===== src/rtl/sev_pkg.sv =====
package sev_pkg;

    typedef enum logic [2:0] {
        ST_IDLE,
        ST_RD_Y,
        ST_WR_Y,
        ST_RD_REST,
        ST_WR_REST,
        ST_THR_RD,
        ST_THR_WR
    } sev_state_e;

endpackage


===== src/rtl/sev_range_cmp.sv =====
// Vertical coverage test: hit when 0 <= line - y < height.
module sev_range_cmp #(
    parameter int LINE_W  = 9,
    parameter int SHORT_H = 8,
    parameter int TALL_H  = 16
) (
    input  logic [LINE_W-1:0] line,
    input  logic [7:0]        y_byte,
    input  logic              tall,
    output logic              hit
);
    localparam int DW = LINE_W + 1;
    localparam logic [DW-1:0] H_SHORT = DW'(SHORT_H);
    localparam logic [DW-1:0] H_TALL  = DW'(TALL_H);

    logic [DW-1:0] diff;
    logic [DW-1:0] height;

    always_comb begin
        diff   = {1'b0, line} - {{(DW-8){1'b0}}, y_byte};
        height = tall ? H_TALL : H_SHORT;
        hit    = !diff[DW-1] && (diff < height);
    end
endmodule


===== src/rtl/sev_ovf_flag.sv =====
// Sticky spill flag; clear has priority over set.
module sev_ovf_flag (
    input  logic clk,
    input  logic rst_n,
    input  logic set_req,
    input  logic clr_req,
    output logic flag
);
    always_ff @(posedge clk) begin
        if (!rst_n)       flag <= 1'b0;
        else if (clr_req) flag <= 1'b0;
        else if (set_req) flag <= 1'b1;
    end

    AST_OVF_HOLD:  assert property (@(posedge clk) disable iff (!rst_n) (flag && !clr_req) |=> flag);
    AST_OVF_RISE:  assert property (@(posedge clk) disable iff (!rst_n) $rose(flag) |-> $past(set_req));
    AST_OVF_CLEAR: assert property (@(posedge clk) disable iff (!rst_n) clr_req |=> !flag);
endmodule


===== src/rtl/sev_fsm.sv =====
// Dot-driven evaluation controller: state register, counters, bus latch, outputs.
module sev_fsm
    import sev_pkg::*;
#(
    parameter int ENTRIES   = 64,
    parameter int SLOTS     = 8,
    parameter int WIN_FIRST = 64,
    parameter int WIN_LAST  = 255,
    parameter int VIS_LINES = 240,
    parameter int DOT_W     = 9,
    parameter int LINE_W    = 9
) (
    input  logic                clk,
    input  logic                rst_n,
    input  logic [DOT_W-1:0]    dot,
    input  logic [LINE_W-1:0]   line,
    input  logic [7:0]          rd_data,
    input  logic                hit,
    output logic [$clog2(ENTRIES)+1:0]     prim_addr,
    output logic                sec_we,
    output logic [$clog2(SLOTS*4)-1:0]     sec_addr,
    output logic [7:0]          sec_wdata,
    output logic [7:0]          bus_q,
    output logic                ovf_set
);
    localparam int IDX_W     = $clog2(ENTRIES);
    localparam int ADDR_W    = IDX_W + 2;
    localparam int SEC_BYTES = SLOTS * 4;
    localparam int SEC_AW    = $clog2(SEC_BYTES);
    localparam int CNT_W     = SEC_AW + 1;

    localparam logic [DOT_W-1:0]  OPEN_DOT  = DOT_W'(WIN_FIRST - 1);
    localparam logic [DOT_W-1:0]  FIRST_DOT = DOT_W'(WIN_FIRST);
    localparam logic [DOT_W-1:0]  CLOSE_DOT = DOT_W'(WIN_LAST);
    localparam logic [LINE_W-1:0] VIS_END   = LINE_W'(VIS_LINES);
    localparam logic [IDX_W-1:0]  LAST_IDX  = IDX_W'(ENTRIES - 1);
    localparam logic [IDX_W-1:0]  IDX_ONE   = IDX_W'(1);
    localparam logic [CNT_W-1:0]  CNT_ONE   = CNT_W'(1);
    localparam logic [CNT_W-1:0]  FULL_CNT  = CNT_W'(SEC_BYTES);

    sev_state_e        state, nxt;
    logic [IDX_W-1:0]  idx;
    logic [1:0]        byte_sel;
    logic [CNT_W-1:0]  cnt;

    logic win_open, win_close, last_entry, full, rest_done;

    always_comb begin
        win_open   = (dot == OPEN_DOT) && (line < VIS_END);
        win_close  = (dot == CLOSE_DOT);
        last_entry = (idx == LAST_IDX);
        full       = (cnt == FULL_CNT);
        rest_done  = (byte_sel == 2'd3);
    end

    // next-state
    always_comb begin
        nxt = state;
        unique case (state)
            ST_IDLE:    nxt = win_open ? ST_RD_Y : ST_IDLE;
            ST_RD_Y:    nxt = ST_WR_Y;
            ST_WR_Y:    nxt = hit ? ST_RD_REST : (last_entry ? ST_THR_RD : ST_RD_Y);
            ST_RD_REST: nxt = ST_WR_REST;
            ST_WR_REST: nxt = rest_done ? (last_entry ? ST_THR_RD : ST_RD_Y) : ST_RD_REST;
            ST_THR_RD:  nxt = ST_THR_WR;
            ST_THR_WR:  nxt = ST_THR_RD;
            default:    nxt = ST_IDLE;
        endcase
        if (win_close) nxt = ST_IDLE;
    end

    // state register
    always_ff @(posedge clk) begin
        if (!rst_n) state <= ST_IDLE;
        else        state <= nxt;
    end

    // counters and evaluation bus latch
    always_ff @(posedge clk) begin
        if (!rst_n) begin
            idx      <= '0;
            byte_sel <= 2'd0;
            cnt      <= '0;
            bus_q    <= 8'h00;
        end else begin
            unique case (state)
                ST_IDLE: begin
                    if (win_open) begin
                        idx      <= '0;
                        byte_sel <= 2'd0;
                        cnt      <= '0;
                    end
                end
                ST_RD_Y, ST_RD_REST, ST_THR_RD: bus_q <= rd_data;
                ST_WR_Y: begin
                    if (hit) begin
                        if (!full) cnt <= cnt + CNT_ONE;
                        byte_sel <= 2'd1;
                    end else begin
                        idx <= idx + IDX_ONE;
                    end
                end
                ST_WR_REST: begin
                    if (!full) cnt <= cnt + CNT_ONE;
                    if (rest_done) begin
                        byte_sel <= 2'd0;
                        idx      <= idx + IDX_ONE;
                    end else begin
                        byte_sel <= byte_sel + 2'd1;
                    end
                end
                ST_THR_WR: ;
                default: ;
            endcase
        end
    end

    // outputs
    always_comb begin
        prim_addr = (state == ST_IDLE) ? '0 : {idx, byte_sel};
        sec_we    = ((state == ST_WR_Y) || (state == ST_WR_REST)) && !full;
        sec_addr  = cnt[SEC_AW-1:0];
        sec_wdata = bus_q;
        ovf_set   = (state == ST_WR_Y) && hit && full;
    end

    AST_WINDOW_BOUND: assert property (@(posedge clk) disable iff (!rst_n)
        ((dot < FIRST_DOT) || (dot > CLOSE_DOT)) |-> (state == ST_IDLE));
    AST_WINDOW_ENTRY: assert property (@(posedge clk) disable iff (!rst_n)
        (state == ST_IDLE && win_open) |=> (state == ST_RD_Y));
    AST_EVEN_READ: assert property (@(posedge clk) disable iff (!rst_n)
        ((state == ST_RD_Y) || (state == ST_RD_REST) || (state == ST_THR_RD)) |-> !dot[0]);
    AST_ADDR_PAIR: assert property (@(posedge clk) disable iff (!rst_n)
        ((state == ST_WR_Y) || (state == ST_WR_REST)) |-> $stable(prim_addr));
    AST_SEC_LIMIT: assert property (@(posedge clk) disable iff (!rst_n)
        cnt <= FULL_CNT);
    AST_THRASH_ADDR: assert property (@(posedge clk) disable iff (!rst_n)
        ((state == ST_THR_RD) || (state == ST_THR_WR)) |-> (prim_addr == '0));
endmodule


===== src/rtl/sev_sequencer.sv =====
module sev_sequencer #(
    parameter int ENTRIES   = 64,
    parameter int SLOTS     = 8,
    parameter int WIN_FIRST = 64,
    parameter int WIN_LAST  = 255,
    parameter int VIS_LINES = 240,
    parameter int PRE_LINE  = 261,
    parameter int SHORT_H   = 8,
    parameter int TALL_H    = 16,
    parameter int DOT_W     = 9,
    parameter int LINE_W    = 9
) (
    input  logic                          clk,
    input  logic                          rst_n,
    input  logic [DOT_W-1:0]              dot_idx,
    input  logic [LINE_W-1:0]             line_idx,
    input  logic                          tall_mode,
    input  logic [7:0]                    tbl_rdata,
    output logic [$clog2(ENTRIES)+1:0]    tbl_addr,
    output logic                          sbuf_we,
    output logic [$clog2(SLOTS*4)-1:0]    sbuf_addr,
    output logic [7:0]                    sbuf_wdata,
    output logic                          spill_flag,
    output logic [7:0]                    probe_data
);
    localparam logic [LINE_W-1:0] PRE_ROW = LINE_W'(PRE_LINE);
    localparam logic [DOT_W-1:0]  ZERO_DOT = '0;

    logic [7:0] bus_q;
    logic       hit;
    logic       ovf_set;
    logic       ovf_clr;

    assign ovf_clr    = (line_idx == PRE_ROW) && (dot_idx == ZERO_DOT);
    assign probe_data = bus_q;

    sev_range_cmp #(
        .LINE_W  (LINE_W),
        .SHORT_H (SHORT_H),
        .TALL_H  (TALL_H)
    ) u_cmp (
        .line   (line_idx),
        .y_byte (bus_q),
        .tall   (tall_mode),
        .hit    (hit)
    );

    sev_fsm #(
        .ENTRIES   (ENTRIES),
        .SLOTS     (SLOTS),
        .WIN_FIRST (WIN_FIRST),
        .WIN_LAST  (WIN_LAST),
        .VIS_LINES (VIS_LINES),
        .DOT_W     (DOT_W),
        .LINE_W    (LINE_W)
    ) u_fsm (
        .clk       (clk),
        .rst_n     (rst_n),
        .dot       (dot_idx),
        .line      (line_idx),
        .rd_data   (tbl_rdata),
        .hit       (hit),
        .prim_addr (tbl_addr),
        .sec_we    (sbuf_we),
        .sec_addr  (sbuf_addr),
        .sec_wdata (sbuf_wdata),
        .bus_q     (bus_q),
        .ovf_set   (ovf_set)
    );

    sev_ovf_flag u_ovf (
        .clk     (clk),
        .rst_n   (rst_n),
        .set_req (ovf_set),
        .clr_req (ovf_clr),
        .flag    (spill_flag)
    );
endmodule


===== config.mk =====
export PLATFORM = sky130hd
export DESIGN_NAME = sev_sequencer
export DESIGN_NICKNAME = d
export VERILOG_FILES = /design/src/rtl/sev_pkg.sv /design/src/rtl/sev_range_cmp.sv /design/src/rtl/sev_ovf_flag.sv /design/src/rtl/sev_fsm.sv /design/src/rtl/sev_sequencer.sv
export SDC_FILE = /design/constraint.sdc
export NUM_CORES = 1
export LEC_CHECK = 0
export BUFFER_PORTS_ARGS = -buffer_cell sky130_fd_sc_hd__buf_2
export CAP_MARGIN = 40
export CORE_ASPECT_RATIO = 1.4
export CORE_MARGIN = 1
export CORE_UTILIZATION = 52
export DETAILED_ROUTE_END_ITERATION = 12
export GPL_ROUTABILITY_DRIVEN = 0
export HOLD_SLACK_MARGIN = 0.06
export PLACE_DENSITY = 0.76
export SYNTH_ARGS = -nofsm -noshare
export SYNTH_HDL_FRONTEND = slang
export SYNTH_HIERARCHICAL = 1
export SYNTH_SLANG_ARGS = --single-unit
export TNS_END_PERCENT = 50

===== constraint.sdc =====
create_clock -name clk -period 3.6 [get_ports clk]
set_input_delay 0.36 -clock clk [delete_from_list [all_inputs] [get_ports clk]]
set_output_delay 0.36 -clock clk [all_outputs]
set_load 0.01 [all_outputs]

Word-level counts from Yosys, hierarchy flattened
Cells that the tools add are included.
W data, S select, Z words.

storage, ports and cells
  register bits = 26
  input port bits = 29
  output and inout port bits = 31
  word-level logic and storage cells = 64

operators by class
  add/subtract/negate cells = 4
  magnitude comparators = 2
  eq/ne operators = 16
  muxes and demuxes = 18
  bitwise gates (word level) = 1
  reduce and logical (&&, ||, !) cells = 17

operators by type and width
  cell                   number
  $pmux W6 S3            2
  $mux W6                5
  $pmux W3 S7            1
  $add A6 B1 Y6 const B  2
  $eq A6 B6 Y1 const B   2
  $lt A10 B10 Y1         1
  $sub A9 B8 Y10         1
  $eq A3 B3 Y1 const B   3
  $eq A9 B6 Y1 const B   1
  $eq A9 B8 Y1 const B   1
  $eq A9 B9 Y1 const B   1
  $logic_not A9 Y1       1
  $lt A9 B8 Y1 const B   1
  $mux W3                3
  $mux W8                1
  $eq A3 B2 Y1 const B   2
  $logic_and A1 B1 Y1    6
  $mux W2                3
  $ne A2 B1 Y1 const B   3
  $pmux W2 S3            1
  $mux W5                1
  $reduce_and A4 Y1      1
  $reduce_or A2 Y1       2
  $eq A3 B1 Y1 const B   1
  11 further kinds       12

Depth between registers and ports, before layout
  depth in word-level cells = 5
  gate-level depth with buffers = 16
  mapped depth without buffers = 16

Modules after synthesis
The synthesis kept the hierarchy.

by module, submodules not included
  module         instances  cells each  area each (µm²)  seq. area each (µm²)
  sev_fsm        1          195         1607.8           500.5
  sev_range_cmp  1          48          352.8            0.0
  sev_sequencer  1          7           46.3             0.0
  sev_ovf_flag   1          3           36.3             20.0

Least setup slack after synthesis
No wires, ideal clock.

  kind = reg-to-reg
  start point = reg u_fsm.bus_q[2]
  end point = reg u_fsm.cnt[4]
  library setup time = 87 ps
  arrival = 3254 ps
  data required time = 3513 ps
  setup slack = 259 ps
  cell stages (with the launch flop) = 17
  buffers on the path = 0
  clock period less this slack = 3341 ps
  cells stage by stage = dfxtp_1 inv_1 ha_1 or2_1 a21oi_2 a21oi_2 xor2_1 ha_1 inv_1 o21ai_0 a21oi_1 o221ai_1 nor4_2 nand2b_4 a2111oi_2 nand2_1 a221oi_2

between the ends
  cells in the longest elaborated chain, start to end = 5
  elaborated cells on any way between the ends = 6
  classes of those cells = add/sub: 1; order compare: 1; eq/ne: 1; reduce/logical: 3

ends and longest elaborated chain
  what                                                       line                 RTL
  start, declared                                            sev_fsm.sv:23        output logic [7:0] bus_q,
  start signal, assigned                                     sev_fsm.sv:94        ST_RD_Y, ST_RD_REST, ST_THR_RD: bus_q <= rd_data;
  $sub A9 B8 Y10 (*)                                         sev_range_cmp.sv:20  diff = {1'b0, line} - {{(DW-8){1'b0}}, y_byte};
  $lt A10 B10 Y1 / $logic_not A1 Y1 (equally long branches)  sev_range_cmp.sv:22  hit = !diff[DW-1] && (diff < height);
  $logic_and A1 B1 Y1 (*)                                    sev_range_cmp.sv:22
  via hit                                                    sev_sequencer.sv:30  logic hit;
  $ne A2 B1 Y1 (no line) (*)                                 --
  $reduce_and A3 Y1 (no line) (*)                            --
  end signal, assigned                                       sev_fsm.sv:97        if (!full) cnt <= cnt + CNT_ONE;
  end signal, assigned                                       sev_fsm.sv:104       if (!full) cnt <= cnt + CNT_ONE;
  end, declared                                              sev_fsm.sv:44        logic [CNT_W-1:0] cnt;

The timed path passes the listed nets; every way through them passes the cells marked *.
A chain may end at the register's enable or synchronous reset.

Worst setup path after layout
Same ends and word-level chain as after synthesis.

==> results.yml <==
run_status:
  status: "finished clean"
floorplan:
  die_w_um: 54.98
  num_rows: 26
  die_y_um: 76.17
  core_um2: 3709
  ios: 60
  dieArea_um2: 4187
  start_util_pct: 55.09
synth:
  synthArstFlopShare_pct: 0
  syn_area_um2: 2043
  synth_edf_count: 0
  yosys_warnings: 6
  ys_seq_elements: 26
  seq_area_frac_synth_pct: 25.47
  syn-instance-count: 253
  yosys.cell_types.count: 59
  synth_flop_cell: "dfxtp_1"
  synth_nets: 294
  syn_avg_cell_area_um2: 8.076
pwr:
  power_leakage_uw: 0.0009680
  ir_worst_vdd_v: 0.0002224
  power.density_nw_per_um2: 259.8
  fin_total_pwr_uw: 607.6
drt:
  via_count: 1973
  wl_per_cell_um: 14.61
  drtIter0Drc: 49
  ant_nets: 0
  dr.pass1.iters: 4
  totalWireLength_mm: 4.937
  viasPerCell: 5.837
  drc_errors: 0
worst_setup_path:
  worstSetupPathType: "reg2reg"
  critPathRequiredTime_ps: 3790
  path_cells: "inv_1 -> ha_1 -> or2_1 -> a21oi_2 -> a21oi_2 -> xor2_1 -> ha_1 -> inv_1 -> o21ai_0 -> a21oi_1 -> o221ai_1 -> nor4_2 -> buf_4 -> nand2b_4 -> a2111oi_2 -> o21ai_0 -> a221oi_2"
  start_kind: "register"
  slowest_stage: "a2111oi_2"
  crit_path_max_fanout: 6
  cp_data_arrival_time_ps: 3680
  critPathTopFamily: "compound AO/OA/AOI/OAI gates"
  worst-path-buf-inv: 3
  end_kind: "register"
  slowest_delay_ps: 480
placement:
  pre_cts_ws_ps: 173.9
  dp.cells: 334
  numPortBuffers: 59
  dp_hpwl_mm: 3.622
clock_tree:
  h-tree-depth: 1
  clockBufferDepth: 2
  path_clk_slew_ps: 100
  cts-buffers-inserted: 3
  insertion_delay_ps: 280
  cts_tree: "built"
  cts_hold_buf: 0
  cts_sinks: 26
  cts-root-buf: "clkbuf_8"
layout:
  utilization_pct: 63.06
  area_delta_synth_final_pct: 14.45
  fin_nets: 338
  final_common_cell: "buf_2"
  diodes: 0
  drive_above_1_share_pct: 28.04
  final_cells: 338
  layout_common_cells: "buf_2, nand2_1, dfxtp_1"
timing:
  setup_viol: 0
  tightest_slew_ps: 794.3
  setup_slack_ps: 106.0
  max-slew-margin-rel_pct: 46.97
  min_period_ps: 3494
  setup_tns_ps: 0
  slew_viol_final: 0
  fin_skew_ps: 6.281
  fin_crit_sh_pct: 97.05
  fmax_mhz: 286.2
  hold_violations: 0
global_route:
  antenna_found_initial: 0
  track_usage_pct: 23.67
  grt-ovfl-total: 0
  grt_pass1_wl_mm: 7.541
  grt_pass1_vias: 1753
  grt_max_degree: 22
job:
  max_cap_viol_count: 0
worst_hold_path:
  hold_path.class: "in2reg"
==> what timing repair did <==
action,4_1_cts,5_1_grt
endpoints found under the setup margin,0,8
buffers inserted,0,0
gates resized for setup,0,4
==> power breakdown <==
part | switching [µW] | internal, µW | total (µW)
sequential | 0.136 | 287 | 288
combinational | 37.9 | 32.6 | 70.5
clock | 101 | 149 | 250
total | 139 | 469 | 608
==> layer usage <==
| metal | global-route usage [%] | vias up | share of wire, % | wire length [µm] |
|---|---|---|---|---|
| met5 | 0 | - | 0 | 0 |
| met4 | 4.750 | 0 | 0.67 | 33 |
| met3 | 3.194 | 5 | 4.8 | 236 |
| met2 | 43.25 | 70 | 51 | 2527 |
| met1 | 27.52 | 911 | 43 | 2140 |
| li1 | - | 987 | - | - |
==> kinds of logic after synthesis <==
kind of cell / Yosys count / synth area share [%]
buffers and inverters: 40 / 11.02
AO/OA/AOI/OAI: 65 / 23.64
XOR/XNOR: 4 / 2.634
adder cells (fa/ha/maj): 12 / 7.348
AND/OR/NAND/NOR: 100 / 26.94
flip-flops: 26 / 25.47
multiplexers: 6 / 2.939
==> metrics by stage <==
step | hold WS [ps] | area [µm²]
4_1_cts | 306.1 | 2323
5_1_grt | 306.8 | 2338
3_3_place_gp | 437.0 | 2252
2_1_floorplan | 423.6 | 2043
3_5_place_dp | 446.8 | 2252
6_report | 302.4 | 2338
==> tightest hold or removal path, cell delays in order <==
cell and delay (ps):
buf_2 90, nand2_1 40, a21oi_1 50
==> worst paths after layout <==
check                      start              to  slack (ps)  cells after the start
setup / recovery  u_fsm/bus_q[2]    u_fsm/cnt[4]         110                     17
hold / removal      tbl_rdata[2]  u_fsm/bus_q[2]         300                      3
hold reg to reg     u_fsm/cnt[5]    u_fsm/cnt[5]         470                      1
setup reg to reg  u_fsm/bus_q[2]    u_fsm/cnt[4]         110                     17
==> state kept, by name (all words and copies together), names as in the netlist <==
register and cells:
u_fsm/cnt 6, u_fsm/idx 6, u_fsm/bus_q 8, u_fsm/state 3, u_fsm/byte_sel 2, u_ovf/flag 1
==> cell usage after synthesis, types with 2 or more instances <==
cell type	n	area share (%)
a21oi_1	18	4.4
buf_4	13	4.8
a311oi_1	3	1.3
buf_6	3	1.7
nand4_1	3	0.92
o21bai_1	2	0.73
a21oi_2	3	1.3
xnor2_1	2	0.86
a221oi_1	2	0.86
dfxtp_1	26	25
buf_2	3	0.73
and2b_1	7	2.6
nand2_1	36	6.6
nor4_1	2	0.61
a211oi_1	4	1.5
nand2b_1	5	1.5
nand3_1	9	2.2
ha_1	12	7.3
o22ai_1	3	0.92
a21boi_0	2	0.73
nor2_1	9	1.7
o21ai_0	10	2.4
clkbuf_1	4	0.73
nand3b_1	2	0.73
nor3_1	5	1.2
inv_1	17	3.1
a31oi_1	6	1.8
mux2i_1	6	2.9
and2_1	2	0.61
nor2b_1	4	1.2
or4_1	2	0.73
==> cell type report <==
| class | count | area (µm²) |
|---|---|---|
| fill | 334 | 1370 |
| multi-input combinational | 187 | 1311 |
| sequential | 26 | 521.8 |
| timing repair buffer | 62 | 317.8 |
| inverter | 17 | 63.81 |
| tap | 42 | 52.55 |
| clock buffer | 3 | 41.29 |
| clock inverter | 1 | 30.03 |
Power figures use the tool's default switching activity.
